File: config.mk
export PLATFORM = sky130hd
export DESIGN_NAME = exti_detector
export DESIGN_NICKNAME = d
export VERILOG_FILES = /design/src/rtl/exti_pkg.sv /design/src/rtl/exti_sync.sv /design/src/rtl/exti_regfile.sv /design/src/rtl/exti_line.sv /design/src/rtl/exti_detector.sv
export SDC_FILE = /design/constraint.sdc
export NUM_CORES = 1
export LEC_CHECK = 0
export BUFFER_PORTS_ARGS = -buffer_cell sky130_fd_sc_hd__buf_4
export CORE_MARGIN = 1.5
export CORE_UTILIZATION = 57
export DETAILED_ROUTE_END_ITERATION = 16
export PLACE_DENSITY = 0.84
export SYNTH_ARGS = -nofsm -noshare
export SYNTH_HDL_FRONTEND = slang
export SYNTH_SLANG_ARGS = --single-unit
File: constraint.sdc
create_clock -name clk -period 2.7 [get_ports clk]
set_input_delay 0.27 -clock clk [delete_from_list [all_inputs] [get_ports clk]]
set_output_delay 0.27 -clock clk [all_outputs]
set_load 0.05 [all_outputs]
File: src/rtl/exti_pkg.sv
package exti_pkg;
  typedef enum logic [1:0] {
    TRIG_LOW  = 2'b00,
    TRIG_FALL = 2'b01,
    TRIG_RISE = 2'b10,
    TRIG_BOTH = 2'b11
  } trig_mode_e;

  localparam int FALL_EN_BIT = 0;
  localparam int RISE_EN_BIT = 1;
  localparam int FIELD_W     = 2;

  localparam logic [1:0] ADDR_TRIG = 2'd0;
  localparam logic [1:0] ADDR_STAT = 2'd1;
endpackage

File: src/rtl/exti_sync.sv
module exti_sync #(
  parameter int   WIDTH   = 8,
  parameter int   STAGES  = 2,
  parameter logic RST_VAL = 1'b1
) (
  input  logic             clk,
  input  logic             rst_n,
  input  logic [WIDTH-1:0] din,
  output logic [WIDTH-1:0] dout
);
  logic [WIDTH-1:0] stg_q [STAGES];

  always_ff @(posedge clk or negedge rst_n) begin
    if (!rst_n) begin
      for (int s = 0; s < STAGES; s++) stg_q[s] <= {WIDTH{RST_VAL}};
    end else begin
      stg_q[0] <= din;
      for (int s = 1; s < STAGES; s++) stg_q[s] <= stg_q[s-1];
    end
  end

  assign dout = stg_q[STAGES-1];
endmodule

File: src/rtl/exti_regfile.sv
module exti_regfile
  import exti_pkg::*;
#(
  parameter int NUM_LINES = 8,
  parameter int ADDR_W    = 2,
  parameter int DATA_W    = 16
) (
  input  logic                       clk,
  input  logic                       rst_n,
  input  logic                       reg_we,
  input  logic [ADDR_W-1:0]          reg_addr,
  input  logic [DATA_W-1:0]          reg_wdata,
  output logic [DATA_W-1:0]          reg_rdata,
  input  logic [NUM_LINES-1:0]       stat_i,
  output logic [FIELD_W*NUM_LINES-1:0] trig_o,
  output logic [NUM_LINES-1:0]       trig_chg_o,
  output logic                       stat_wr_o,
  output logic [NUM_LINES-1:0]       stat_wbits_o
);
  localparam int TRIG_W = FIELD_W * NUM_LINES;

  logic [TRIG_W-1:0] trig_q;
  logic              trig_we;

  assign trig_we      = reg_we && (reg_addr == ADDR_W'(ADDR_TRIG));
  assign stat_wr_o    = reg_we && (reg_addr == ADDR_W'(ADDR_STAT));
  assign stat_wbits_o = reg_wdata[NUM_LINES-1:0];
  assign trig_o       = trig_q;

  always_ff @(posedge clk or negedge rst_n) begin
    if (!rst_n)       trig_q <= '0;
    else if (trig_we) trig_q <= reg_wdata[TRIG_W-1:0];
  end

  for (genvar i = 0; i < NUM_LINES; i++) begin : g_chg
    assign trig_chg_o[i] = trig_we &&
      (reg_wdata[FIELD_W*i +: FIELD_W] != trig_q[FIELD_W*i +: FIELD_W]);
  end

  always_comb begin
    reg_rdata = '0;
    if (reg_addr == ADDR_W'(ADDR_TRIG))      reg_rdata[TRIG_W-1:0]    = trig_q;
    else if (reg_addr == ADDR_W'(ADDR_STAT)) reg_rdata[NUM_LINES-1:0] = stat_i;
  end

  // the trigger register only moves on a trigger write
  p_trig_hold_r2: assert property (@(posedge clk) disable iff (!rst_n)
    !trig_we |=> $stable(trig_q));
  p_trig_load_r2: assert property (@(posedge clk) disable iff (!rst_n)
    trig_we |=> trig_q == $past(reg_wdata[TRIG_W-1:0]));
endmodule

File: src/rtl/exti_line.sv
module exti_line
  import exti_pkg::*;
(
  input  logic       clk,
  input  logic       rst_n,
  input  logic       sync_i,
  input  trig_mode_e mode_i,
  input  logic       mode_chg_i,
  input  logic       stat_wr_i,
  input  logic       wbit_i,
  output logic       stat_o
);
  logic prev_q;
  logic stat_q;
  logic level_mode;
  logic rise_seen;
  logic fall_seen;
  logic hit;
  logic clr_ok;

  assign level_mode = (mode_i == TRIG_LOW);
  assign rise_seen  = sync_i & ~prev_q;
  assign fall_seen  = ~sync_i & prev_q;
  assign hit        = (mode_i[FALL_EN_BIT] & fall_seen) | (mode_i[RISE_EN_BIT] & rise_seen);
  assign clr_ok     = stat_wr_i & ~wbit_i & stat_q;

  always_ff @(posedge clk or negedge rst_n) begin
    if (!rst_n) begin
      prev_q <= 1'b1;
      stat_q <= 1'b0;
    end else begin
      prev_q <= sync_i;
      if (mode_chg_i)      stat_q <= 1'b0;
      else if (level_mode) stat_q <= ~sync_i;
      else if (hit)        stat_q <= 1'b1;
      else if (clr_ok)     stat_q <= 1'b0;
    end
  end

  assign stat_o = stat_q;

  // a qualifying edge in a stable edge mode sets the status
  p_edge_sets_r3: assert property (@(posedge clk) disable iff (!rst_n)
    (!level_mode && hit && !mode_chg_i) |=> stat_q);
  // level mode mirrors the inverted synchronised input
  p_level_follow_r4: assert property (@(posedge clk) disable iff (!rst_n)
    (level_mode && !mode_chg_i) |=> (stat_q == !$past(sync_i)));
  // an honoured clear drops the bit
  p_clear_r6: assert property (@(posedge clk) disable iff (!rst_n)
    (!level_mode && !mode_chg_i && !hit && stat_wr_i && !wbit_i && stat_q) |=> !stat_q);
  // a one in the write data leaves an edge-mode bit unchanged
  p_one_keeps_r7: assert property (@(posedge clk) disable iff (!rst_n)
    (!level_mode && !mode_chg_i && !hit && stat_wr_i && wbit_i) |=> $stable(stat_q));
  // a clear bit stays clear without an edge
  p_zero_stays_r8: assert property (@(posedge clk) disable iff (!rst_n)
    (!level_mode && !mode_chg_i && !hit && !stat_q) |=> !stat_q);
  // set beats a simultaneous clear
  p_set_wins_r9: assert property (@(posedge clk) disable iff (!rst_n)
    (!level_mode && !mode_chg_i && hit && stat_wr_i && !wbit_i) |=> stat_q);
  // a trigger change clears the status
  p_chg_clears_r10: assert property (@(posedge clk) disable iff (!rst_n)
    mode_chg_i |=> !stat_q);
endmodule

File: src/rtl/exti_detector.sv
module exti_detector
  import exti_pkg::*;
#(
  parameter int NUM_LINES = 8,
  parameter int ADDR_W    = 2,
  parameter int DATA_W    = 2 * NUM_LINES
) (
  input  logic                 clk,
  input  logic                 rst_n,
  input  logic [NUM_LINES-1:0] line_i,
  input  logic                 reg_we,
  input  logic [ADDR_W-1:0]    reg_addr,
  input  logic [DATA_W-1:0]    reg_wdata,
  output logic [DATA_W-1:0]    reg_rdata,
  output logic [NUM_LINES-1:0] irq_o
);
  localparam int SYNC_STAGES = 2;
  localparam int TRIG_W      = FIELD_W * NUM_LINES;

  logic [NUM_LINES-1:0] line_sync;
  logic [TRIG_W-1:0]    trig;
  logic [NUM_LINES-1:0] trig_chg;
  logic                 stat_wr;
  logic [NUM_LINES-1:0] stat_wbits;
  logic [NUM_LINES-1:0] stat;

  exti_sync #(
    .WIDTH  (NUM_LINES),
    .STAGES (SYNC_STAGES),
    .RST_VAL(1'b1)
  ) u_sync (
    .clk (clk),
    .rst_n(rst_n),
    .din (line_i),
    .dout(line_sync)
  );

  exti_regfile #(
    .NUM_LINES(NUM_LINES),
    .ADDR_W   (ADDR_W),
    .DATA_W   (DATA_W)
  ) u_regs (
    .clk         (clk),
    .rst_n       (rst_n),
    .reg_we      (reg_we),
    .reg_addr    (reg_addr),
    .reg_wdata   (reg_wdata),
    .reg_rdata   (reg_rdata),
    .stat_i      (stat),
    .trig_o      (trig),
    .trig_chg_o  (trig_chg),
    .stat_wr_o   (stat_wr),
    .stat_wbits_o(stat_wbits)
  );

  for (genvar i = 0; i < NUM_LINES; i++) begin : g_line
    exti_line u_line (
      .clk       (clk),
      .rst_n     (rst_n),
      .sync_i    (line_sync[i]),
      .mode_i    (trig_mode_e'(trig[FIELD_W*i +: FIELD_W])),
      .mode_chg_i(trig_chg[i]),
      .stat_wr_i (stat_wr),
      .wbit_i    (stat_wbits[i]),
      .stat_o    (stat[i])
    );
  end

  assign irq_o = stat;

  // in level mode a status write cannot pull the bit away from the input
  for (genvar i = 0; i < NUM_LINES; i++) begin : g_chk
    p_level_ignores_wr_r5: assert property (@(posedge clk) disable iff (!rst_n)
      (trig[FIELD_W*i +: FIELD_W] == 2'b00 && !trig_chg[i] && stat_wr && !line_sync[i])
        |=> irq_o[i]);
  end
endmodule

; ---- Word-level counts from Yosys, hierarchy flattened
; Index checks and enable logic that the tools add are counted.
[classes]
n_mux = 35
addsub = 0
n_reduce_logical = 27
n_mul = 0
magnitude_cmp = 0
eq_ne = 9
n_div = 0
bitwise_logic = 80
shift = 0
[ops]
columns = operator, count
row1 = $and A1 B1 Y1, 48
row2 = $mux W1, 32
row3 = $reduce_bool A4 Y1, 8
row4 = $mux W8, 3
row5 = $not A1 Y1, 24
row6 = $logic_not A2 Y1, 9
row7 = $ne A2 B2 Y1, 8
row8 = $logic_and A1 B1 Y1, 10
row9 = $or A1 B1 Y1, 8
row10 = $eq A2 B1 Y1 const B, 1
[word_totals]
out_inout_bits = 24
latch_bits = 0
rom_bits = 0
in_bits = 29
memories = 0
ram_bits = 0
regBits = 48

; ---- Logic depth before layout (Yosys ltp)
; Gate-level depths: netlist of the first run.
[logic_depth]
depth_word = 8
depth_mapped = 5
mapped_depth_nobuf = 3

; ---- By module
; A second synthesis of the first run with hierarchy kept.
[unflattened]
cells_unflattened = 192
area_unflattened_um2 = 2264.7
[by_module_without_submodules]
columns = module, instances, area_each_um2, cells_each
row1 = exti_regfile, 1, 1043.5, 96
row2 = exti_line, 8, 92.6, 9
row3 = exti_sync, 1, 480.5, 24

; ---- Least setup slack after synthesis of the first run
; No wires, ideal clock.
[synth_path]
path_type = input port to output port
start = input reg_addr[0]
end = output reg_rdata[0]
path_stages = 3
slack_ps = 1187
arrival_time_ps = 1243
n_path_buf = 1
required_ps = 2430
cell_sequence = buf_2 -> mux2i_1 -> nor2_1
[synth_via]
elab_chain_len = 3
[synth_lines]
columns = element, line_no
row1 = "start, declared", exti_detector.sv:12  ; input logic [ADDR_W-1:0] reg_addr,
row2 = $eq A2 B1 Y1, exti_regfile.sv:43  ; else if (reg_addr == ADDR_W'(ADDR_STAT)) reg_rdata[NUM_LINES-1:0] = stat_i;
row3 = $mux W8, exti_regfile.sv:43
row4 = $mux W8 (*), exti_regfile.sv:42  ; if (reg_addr == ADDR_W'(ADDR_TRIG)) reg_rdata[TRIG_W-1:0] = trig_q;
row5 = "end, declared", exti_detector.sv:14  ; output logic [DATA_W-1:0] reg_rdata,
; Mark *: on every way between the ends. The rest lies on a longest branch, timed or not.

; ---- Worst setup path after layout of the first run
[layout_path]
start = input reg_addr[0]
end = register u_regs.trig_q[1] (netlist: u_regs.trig_o[1])
[layout_via]
elab_chain_len = 2
[layout_lines]
columns = element, line_no
row1 = $logic_not A2 Y1, exti_regfile.sv:25  ; assign trig_we = reg_we && (reg_addr == ADDR_W'(ADDR_TRIG));
row2 = $logic_and A1 B1 Y1, exti_regfile.sv:25
row3 = "end signal, assigned", exti_regfile.sv:32  ; else if (trig_we) trig_q <= reg_wdata[TRIG_W-1:0];
row4 = "end, declared", exti_regfile.sv:22  ; logic [TRIG_W-1:0] trig_q;
; Every way passes these cells.
; A chain may end at the register's enable or synchronous reset.

==> flow_summary.yaml, run 1 <==
timing:
  finalClockSkew_ns: 0.0105
  rsz0062_at_grt: "no"
  setup_tns_ns: 0
  fin_crit_ns: 1.58
  setup_viol: 0
  final_max_slew_viol_count: 0
  timing.fmax_mhz: 631
  whs_ns: 0.0584
  hold_viol: 0
  tightest_slew_ns: 1.10
  fin_crit_sh: 0.587
  relSlewSlack: 0.264
detailed_routing:
  routedWlPerCell_um: 15.1
  ant_nets: 0
  detail_route.first_pass.iterations: 4
  routed-via-count: 1594
  drt-total-wl_um: 4420
  drc: 0
  vias_per_cell: 5.46
  drt_iter0_markers: 91
logic_synthesis:
  ys_ff_latch: 48
  syn_nets: 225
  syn-instance-count: 196
  synth_edf_count: 0
  seq_area_frac_synth: 0.535
  synth_area_um2: 2300
  syn_area_per_cell_um2: 11.7
  async_flop_share: 1.00
  synth_top_cell_area_share: 0.274
  synth_top_cell_by_area: "dfstp_2"
  yosysWarnings: 0
  ys.flop_type: "dfstp_2"
  synth_cell_type_count: 28
  synth_area_leaders: "dfstp_2 27%, dfrtp_1 26%, mux2_4 6.5%"
floorplan:
  rows: 22
  start_util: 0.610
  dieHeight_um: 66.6
  fp.coreArea_um2: 3770
  die_w_um: 66.6
  die_area_um2: 4430
  io_pins: 53
critical_path:
  slowest_delay_ns: 0.88
  slowest_stage: "or3b_1"
  crit_buf_inv: 1
  path_cells: "buf_4, or3b_1, mux2_2"
  crit_family: "simple AND/OR/NAND/NOR gates"
  start_kind: "input port"
  path_max_fanout: 24
  worst_ep_required_time_ns: 2.89
  crit_arrival_ns: 1.77
  path_class: "input port to flop"
  cp-end-kind: "flop"
clocking:
  clock-sinks: 48
  postCtsResizedCells: 0
  cts_htree_levels: 2
  root_buffer: "clkbuf_8"
  clkTransAtPathRegs_ns: 0.09
  worstSkewPairLatency_ns: 0.31
  clockBufferDepth: 2
  cts_tree: "done"
  postCtsSetupBuffers: 0
  holdBufCountCts: 1
  numCtsBuffers: 5
power_and_ir_drop:
  leakagePower_uw: 0.00128
  finalPower_uw: 2180
  p_per_area_nw_per_um2: 787
  peakVddDrop_mv: 0.546
finish:
  area_growth_pct: 20.4
  finalInstanceArea_um2: 2770
  nFillCells: 274
  stdcell_count: 292
  fin_nets: 272
  drive_gt1_frac: 0.426
  num_antenna_cells: 0
  final_common_cell: "buf_4"
  final_cell_mix: "52 x buf_4, 24 x dfstp_2, 24 x dfrtp_1"
global_routing:
  grt_overflow: 0
  grt_pass1_vias: 1556
  grt_use_total: 0.225
  grt_pass1_wl_um: 7280
  grt_max_degree: 49
  antenna_found_initial: 0
place:
  place.gp.congestion: 0.774
  dp_cells: 283
  post-dp-hpwl_um: 3010
  io_buffer_count: 52
  placed_area_um2: 2650
status:
  status: "finished clean"
job:
  maxCapViolations: 0
worst_hold_path:
  min_path_type: "input port to flop"
## power by group
group	total (µW)	internal, µW	switching (µW)	leakage, µW
Sequential	951	837	114	0.000537
Clock	527	279	248	0.0000548
Combinational	702	289	413	0.000690
Total	2180	1400	775	0.00128
## per-layer routing
metal / vias up / track usage / wire length [µm]
li1: 757 / - / -
met5: - / 0 / 0
met3: 5 / 0.0726 / 229
met1: 791 / 0.277 / 1950
met4: 0 / 0.0765 / 31
met2: 41 / 0.371 / 2210
## final cells by class
| class | instances | area [µm²] | area share |
|---|---|---|---|
| tap | 48 | 60.1 | 0.0217 |
| timing repair buffer | 53 | 400 | 0.144 |
| clock buffer | 5 | 68.8 | 0.0248 |
| sequential | 48 | 1230 | 0.444 |
| multi-input combinational | 128 | 938 | 0.339 |
| clock inverter | 3 | 46.3 | 0.0167 |
| inverter | 7 | 26.3 | 0.00948 |
## metrics by stage
stage / setup slack (ns) / util
4_1_cts: 1.11 / 0.735
5_1_grt: 0.936 / 0.735
2_1_floorplan: 1.19 / -
3_5_place_dp: 0.782 / 0.702
6_report: 1.12 / 0.735
3_3_place_gp: 0.826 / 0.702
## sequential cells by signal, indices dropped and copies added, names as in the netlist
register / count
g_line.u_line.prev_q: 8
u_sync.stg_q: 8
u_sync.dout: 8
u_regs.trig_o: 16
g_line.u_line.stat_o: 8
## synth_stat cells (2+ instances only)
library cell and n:
mux2i_1 8, a21oi_1 10, buf_4 8, buf_2 3, a311oi_1 7, nor2_1 15, and2_1 8, o21ai_0 8
dfstp_2 24, nand2_1 11, mux2_4 10, dfrtp_1 24, a21o_1 6, xnor2_1 14, inv_1 7, nor2b_1 3
nand2b_1 4, mux2_2 4, nand3b_1 7, or4bb_1 2, or2_2 6
## worst register-to-register path, cell delays in order (launching register included)
cell	delay (ns)
dfrtp_1	0.44
nor2b_1	0.16
o32a_1	0.33
a211oi_1	0.23
## cells by family after synthesis
family / after synthesis / share of synthesized area
simple gates: 58 / 0.138
flops: 48 / 0.535
compound gates: 34 / 0.0967
mux: 22 / 0.120
buf+inv: 20 / 0.0576
xor+xnor: 14 / 0.0533
## path summary, 6_finish.rpt
kind	from	to	slack (ns)	cells past startpoint
worst min-delay path	line_i[2]	u_sync.stg_q[10]	0.06	1
min in group asynchronous	rst_n	u_regs.trig_o[14]	0.50	2
max in group asynchronous	rst_n	u_sync.dout[0]	1.81	2
worst min register to register	u_sync.stg_q[13]	u_sync.dout[5]	0.36	0
worst max-delay path	reg_addr[0]	u_regs.trig_o[1]	1.12	3
worst max register to register	u_regs.trig_o[12]	g_line[6].u_line.stat_o	1.45	3
Power figures use the tool's default switching activity.
==> run 2, diff against run 1 <==
Settings changed: CORE_UTILIZATION 57 to 53, PLACE_DENSITY 0.84 to 0.79.
Clock period 2.7 ns to 1.6 ns, I/O delays scaled along.
==> flow_summary.yaml, run 2 (same netlist as run 1, synthesis figures left out) <==
power_and_ir_drop:
  p_per_area_nw_per_um2: 1220
  peakVddDrop_mv: 0.666
  leakagePower_uw: 0.00133
  finalPower_uw: 3510
critical_path:
  crit_end: "reg_rdata[5]"
  cp-end-kind: "output port"
  r2r_slack_ns: 0.38
  rr_endpoint: "g_line[4].u_line.stat_o"
  slowest_stage: "dfrtp_1"
  path_max_fanout: 4
  start_kind: "flop"
  r2r_start: "u_regs.trig_o[9]"
  cp-startpoint: "u_regs.trig_o[5]"
  r2r.worst_path.cells: 3
  worst_ep_required_time_ns: 1.44
  path_cells: "buf_4, mux2i_1, nor2_1, buf_4"
  crit_arrival_ns: 1.22
  crit_path_frequent_cell: "buf_4"
  path_class: "flop to output port"
  slowest_delay_ns: 0.38
place:
  dp_cells: 289
  post-dp-hpwl_um: 3020
  placed_area_um2: 2690
  place.gp.congestion: 0.734
  io_buffer_count: 52
  place_ws_ns: 0.235
detailed_routing:
  routed-via-count: 1613
  drt-total-wl_um: 4260
  routedWlPerCell_um: 13.9
  drc: 0
  detail_route.first_pass.iterations: 4
  drt_iter0_markers: 95
  vias_per_cell: 5.27
  ant_nets: 0
timing:
  relSlewSlack: 0.601
  setup_tns_ns: 0
  fin_crit_sh: 0.863
  final_max_slew_viol_count: 0
  fin_ws_ns: 0.219
  timing.fmax_mhz: 724
  rsz0062_at_grt: "no"
  fin_crit_ns: 1.38
  tightest_slew_ns: 0.598
  finalClockSkew_ns: 0.00854
  setup_viol: 0
  hold_viol: 0
clocking:
  cts_tree: "done"
  root_buffer: "clkbuf_8"
  clkTransAtPathRegs_ns: 0.08
  worstSkewPairLatency_ns: 0.30
  cts_htree_levels: 2
  numCtsBuffers: 5
  clockBufferDepth: 2
  clock-sinks: 48
global_routing:
  grt_overflow: 0
  grt_pass1_vias: 1498
  grt_util_met3: 0.0390
  grt_max_degree: 49
  top_usage_layer: "met2"
  antenna_found_initial: 0
  grt_use_met1: 0.235
  grt_pass1_wl_um: 6620
  grt_use_met2: 0.328
  grt_use_total: 0.191
floorplan:
  io_pins: 53
  dieHeight_um: 68.9
  start_util: 0.563
  rows: 23
  fp.coreArea_um2: 4090
  die_area_um2: 4750
  die_w_um: 68.9
finish:
  fin_nets: 284
  num_antenna_cells: 0
  final_common_cell: "buf_4"
  largest_reg_flops: 16
  multi_input_area_um2: 938
  drive_gt1_frac: 0.422
  finalInstanceArea_um2: 2870
  final_cell_mix: "55 x buf_4, 24 x dfstp_2, 24 x dfrtp_1"
  nFillCells: 327
  final-seq-area_um2: 1230
  stdcell_count: 306
  area_growth_pct: 24.6
status:
  status: "finished clean"
job:
  maxCapViolations: 0
worst_hold_path:
  min_path_type: "input port to flop"
[run 2: repair_timing]
item                                   CTS  global route
hold buffers                             9             0
gates resized for setup                  0             0
endpoints found under the hold margin   32             0
buffers inserted                         0             0
[run 2: report_power, final]
group          leakage [µW]  total, µW  switching, µW  internal [µW]
Clock             0.0000479        696            391            305
Combinational      0.000748       1210            701            512
Sequential         0.000537       1600            185           1410
Total               0.00133       3510           1280           2230
[run 2: stage by stage]
stage                util  hold slack (ns)
finish              0.702            0.108
global route        0.702           0.0995
CTS                 0.702           0.0967
detailed placement  0.659            0.202
global placement    0.659            0.204
floorplan               -           -0.136
[run 2: worst min-delay path by stage]
stage	start	endpoint	slack, ns	depth (start not counted)
floorplan	rst_n	g_line[0].u_line.stat_o	-0.14	0
global placement	rst_n	u_regs.trig_o[14]	0.20	1
detailed placement	rst_n	u_regs.trig_o[14]	0.20	1
CTS	reg_wdata[9]	u_regs.trig_o[9]	0.1	2
global route	reg_wdata[9]	u_regs.trig_o[9]	0.1	2
finish	reg_wdata[9]	u_regs.trig_o[9]	0.11	2
[run 2: routing by layer]
| metal | part of all wire | wire length (µm) | vias up |
|---|---|---|---|
| met5 | 0 | 0 | - |
| met3 | 0.059 | 250 | 6 |
| li1 | - | - | 786 |
| met1 | 0.45 | 1910 | 770 |
| met4 | 0.0087 | 37 | 0 |
| met2 | 0.48 | 2050 | 51 |
[run 2: cell type report]
class                           count  share of cell area
Clock inverter                      3             0.00654
Multi-Input combinational cell    128               0.327
Sequential cell                    48               0.429
Clock buffer                        5              0.0240
Tap cell                           50              0.0218
Timing Repair Buffer               65               0.182
Inverter                            7             0.00916
[run 2: critical path, delay by kind of cell (launching register included)]
| kind | cells | cell delay [ns] |
|---|---|---|
| mux | 1 | 0.14 |
| simple gates | 1 | 0.06 |
| buf+inv | 2 | 0.34 |
| flops | 1 | 0.38 |
==> run 3, diff against run 2 <==
Settings changed: CORE_UTILIZATION 53 to 47, PLACE_DENSITY 0.79 to 0.71.
==> flow_summary.yaml, run 3 (same netlist as run 1, synthesis figures left out) <==
clocking:
  postCtsSetupBuffers: 0
  numCtsBuffers: 5
  cts_htree_levels: 2
  worstSkewPairLatency_ns: 0.29
  root_buffer: "clkbuf_8"
  clockBufferDepth: 2
  clkTransAtPathRegs_ns: 0.08
  cts_tree: "done"
  clock-sinks: 48
finish:
  nFillCells: 405
  drive_gt1_frac: 0.420
  num_antenna_cells: 0
  area_growth_pct: 26.9
  multi_input_area_um2: 938
  largest_reg_flops: 16
  fin_nets: 283
  final-seq-area_um2: 1230
  final_cell_mix: "54 x buf_4, 24 x dfstp_2, 24 x dfrtp_1"
  final_common_cell: "buf_4"
global_routing:
  grt_use_total: 0.183
  grt_pass1_wl_um: 7240
  antenna_found_initial: 0
  grt_pass1_vias: 1599
  grt_max_degree: 49
  grt_overflow: 0
timing:
  fin_crit_ns: 1.35
  timing.fmax_mhz: 742
  tightest_slew_ns: 0.593
  finalClockSkew_ns: 0.00323
  setup_tns_ns: 0
  rsz0062_at_grt: "no"
  whs_ns: 0.107
  hold_viol: 0
  final_max_slew_viol_count: 0
  relSlewSlack: 0.605
  fin_crit_sh: 0.842
  setup_viol: 0
floorplan:
  fp.coreArea_um2: 4720
  die_area_um2: 5330
  rows: 25
  die_w_um: 73.0
  start_util: 0.487
  dieHeight_um: 73.0
  io_pins: 53
detailed_routing:
  drt-total-wl_um: 4340
  drt_iter0_markers: 76
  ant_nets: 0
  drc: 0
  vias_per_cell: 5.01
  routed-via-count: 1614
  detail_route.first_pass.iterations: 4
  routedWlPerCell_um: 13.5
power_and_ir_drop:
  p_per_area_nw_per_um2: 1280
  leakagePower_uw: 0.00134
  finalPower_uw: 3740
  peakVddDrop_mv: 0.650
place:
  io_buffer_count: 52
  place.gp.congestion: 0.841
  post-dp-hpwl_um: 3100
status:
  status: "finished clean"
critical_path:
  crit_arrival_ns: 1.19
  worst_ep_required_time_ns: 1.44
  cp-startpoint: "u_regs.trig_o[5]"
  path_max_fanout: 5
  path_class: "flop to output port"
  cp-end-kind: "output port"
  r2r_start: "u_regs.trig_o[11]"
  start_kind: "flop"
job:
  maxCapViolations: 0
worst_hold_path:
  min_path_type: "input port to flop"
  min_from: "reg_wdata[9]"
[run 3: cell count changes in the layout (fill, tap and decap cells not counted), sizes merged]
cell / delta
bufinv: +1
clkbuf: +2
clkinv: -3
buf: -1
[run 3: report_power, final]
part           internal (µW)  leakage, µW  switching [µW]
registers               1410     0.000537             185
clock network            551    0.0000645             386
logic                    506     0.000744             697
[run 3: timing repair]
action	in CTS	in global routing
hold buffers	9	0
hold endpoints to repair	32	0
resized for setup	0	0
[run 3: worst max-delay path: stages (launching register included)]
cell and delay, ns:
dfrtp_1 0.44, mux2i_1 0.10, nor2_1 0.14, buf_4 0.22
[run 3: final timing paths]
kind                                                 to  slack (ns)  cells after the start
worst max-delay path                       reg_rdata[5]        0.25                      3
worst min-delay path                   u_regs.trig_o[9]        0.11                      2
worst max register to register  g_line[5].u_line.stat_o        0.36                      3
worst min register to register           u_sync.dout[7]        0.36                      0
max in group asynchronous              u_regs.trig_o[9]        0.79                      2
min in group asynchronous       g_line[7].u_line.stat_o        0.41                      2
[run 3: per-layer routing]
layer,global-route usage,vias up,share of wire
li1,-,776,-
met1,0.221,787,0.44
met2,0.307,44,0.50
met3,0.0470,7,0.049
met4,0.0797,0,0.015
met5,0,-,0
[run 3: through the flow]
step,cell area (µm²),util,instances,setup slack (ns)
floorplan,2300,-,196,0.307
global placement,2710,0.573,305,0.254
detailed placement,2710,0.573,305,0.232
CTS,2920,0.619,322,0.210
global route,2920,0.619,322,0.173
finish,2920,0.619,322,0.252
[run 3: layout make-up]
class | instances | area share
multi-input combinational | 128 | 0.321
inverter | 7 | 0.00899
tap | 67 | 0.0287
timing repair buffer | 64 | 0.176
clock inverter | 1 | 0.0103
sequential | 48 | 0.421
clock buffer | 7 | 0.0330
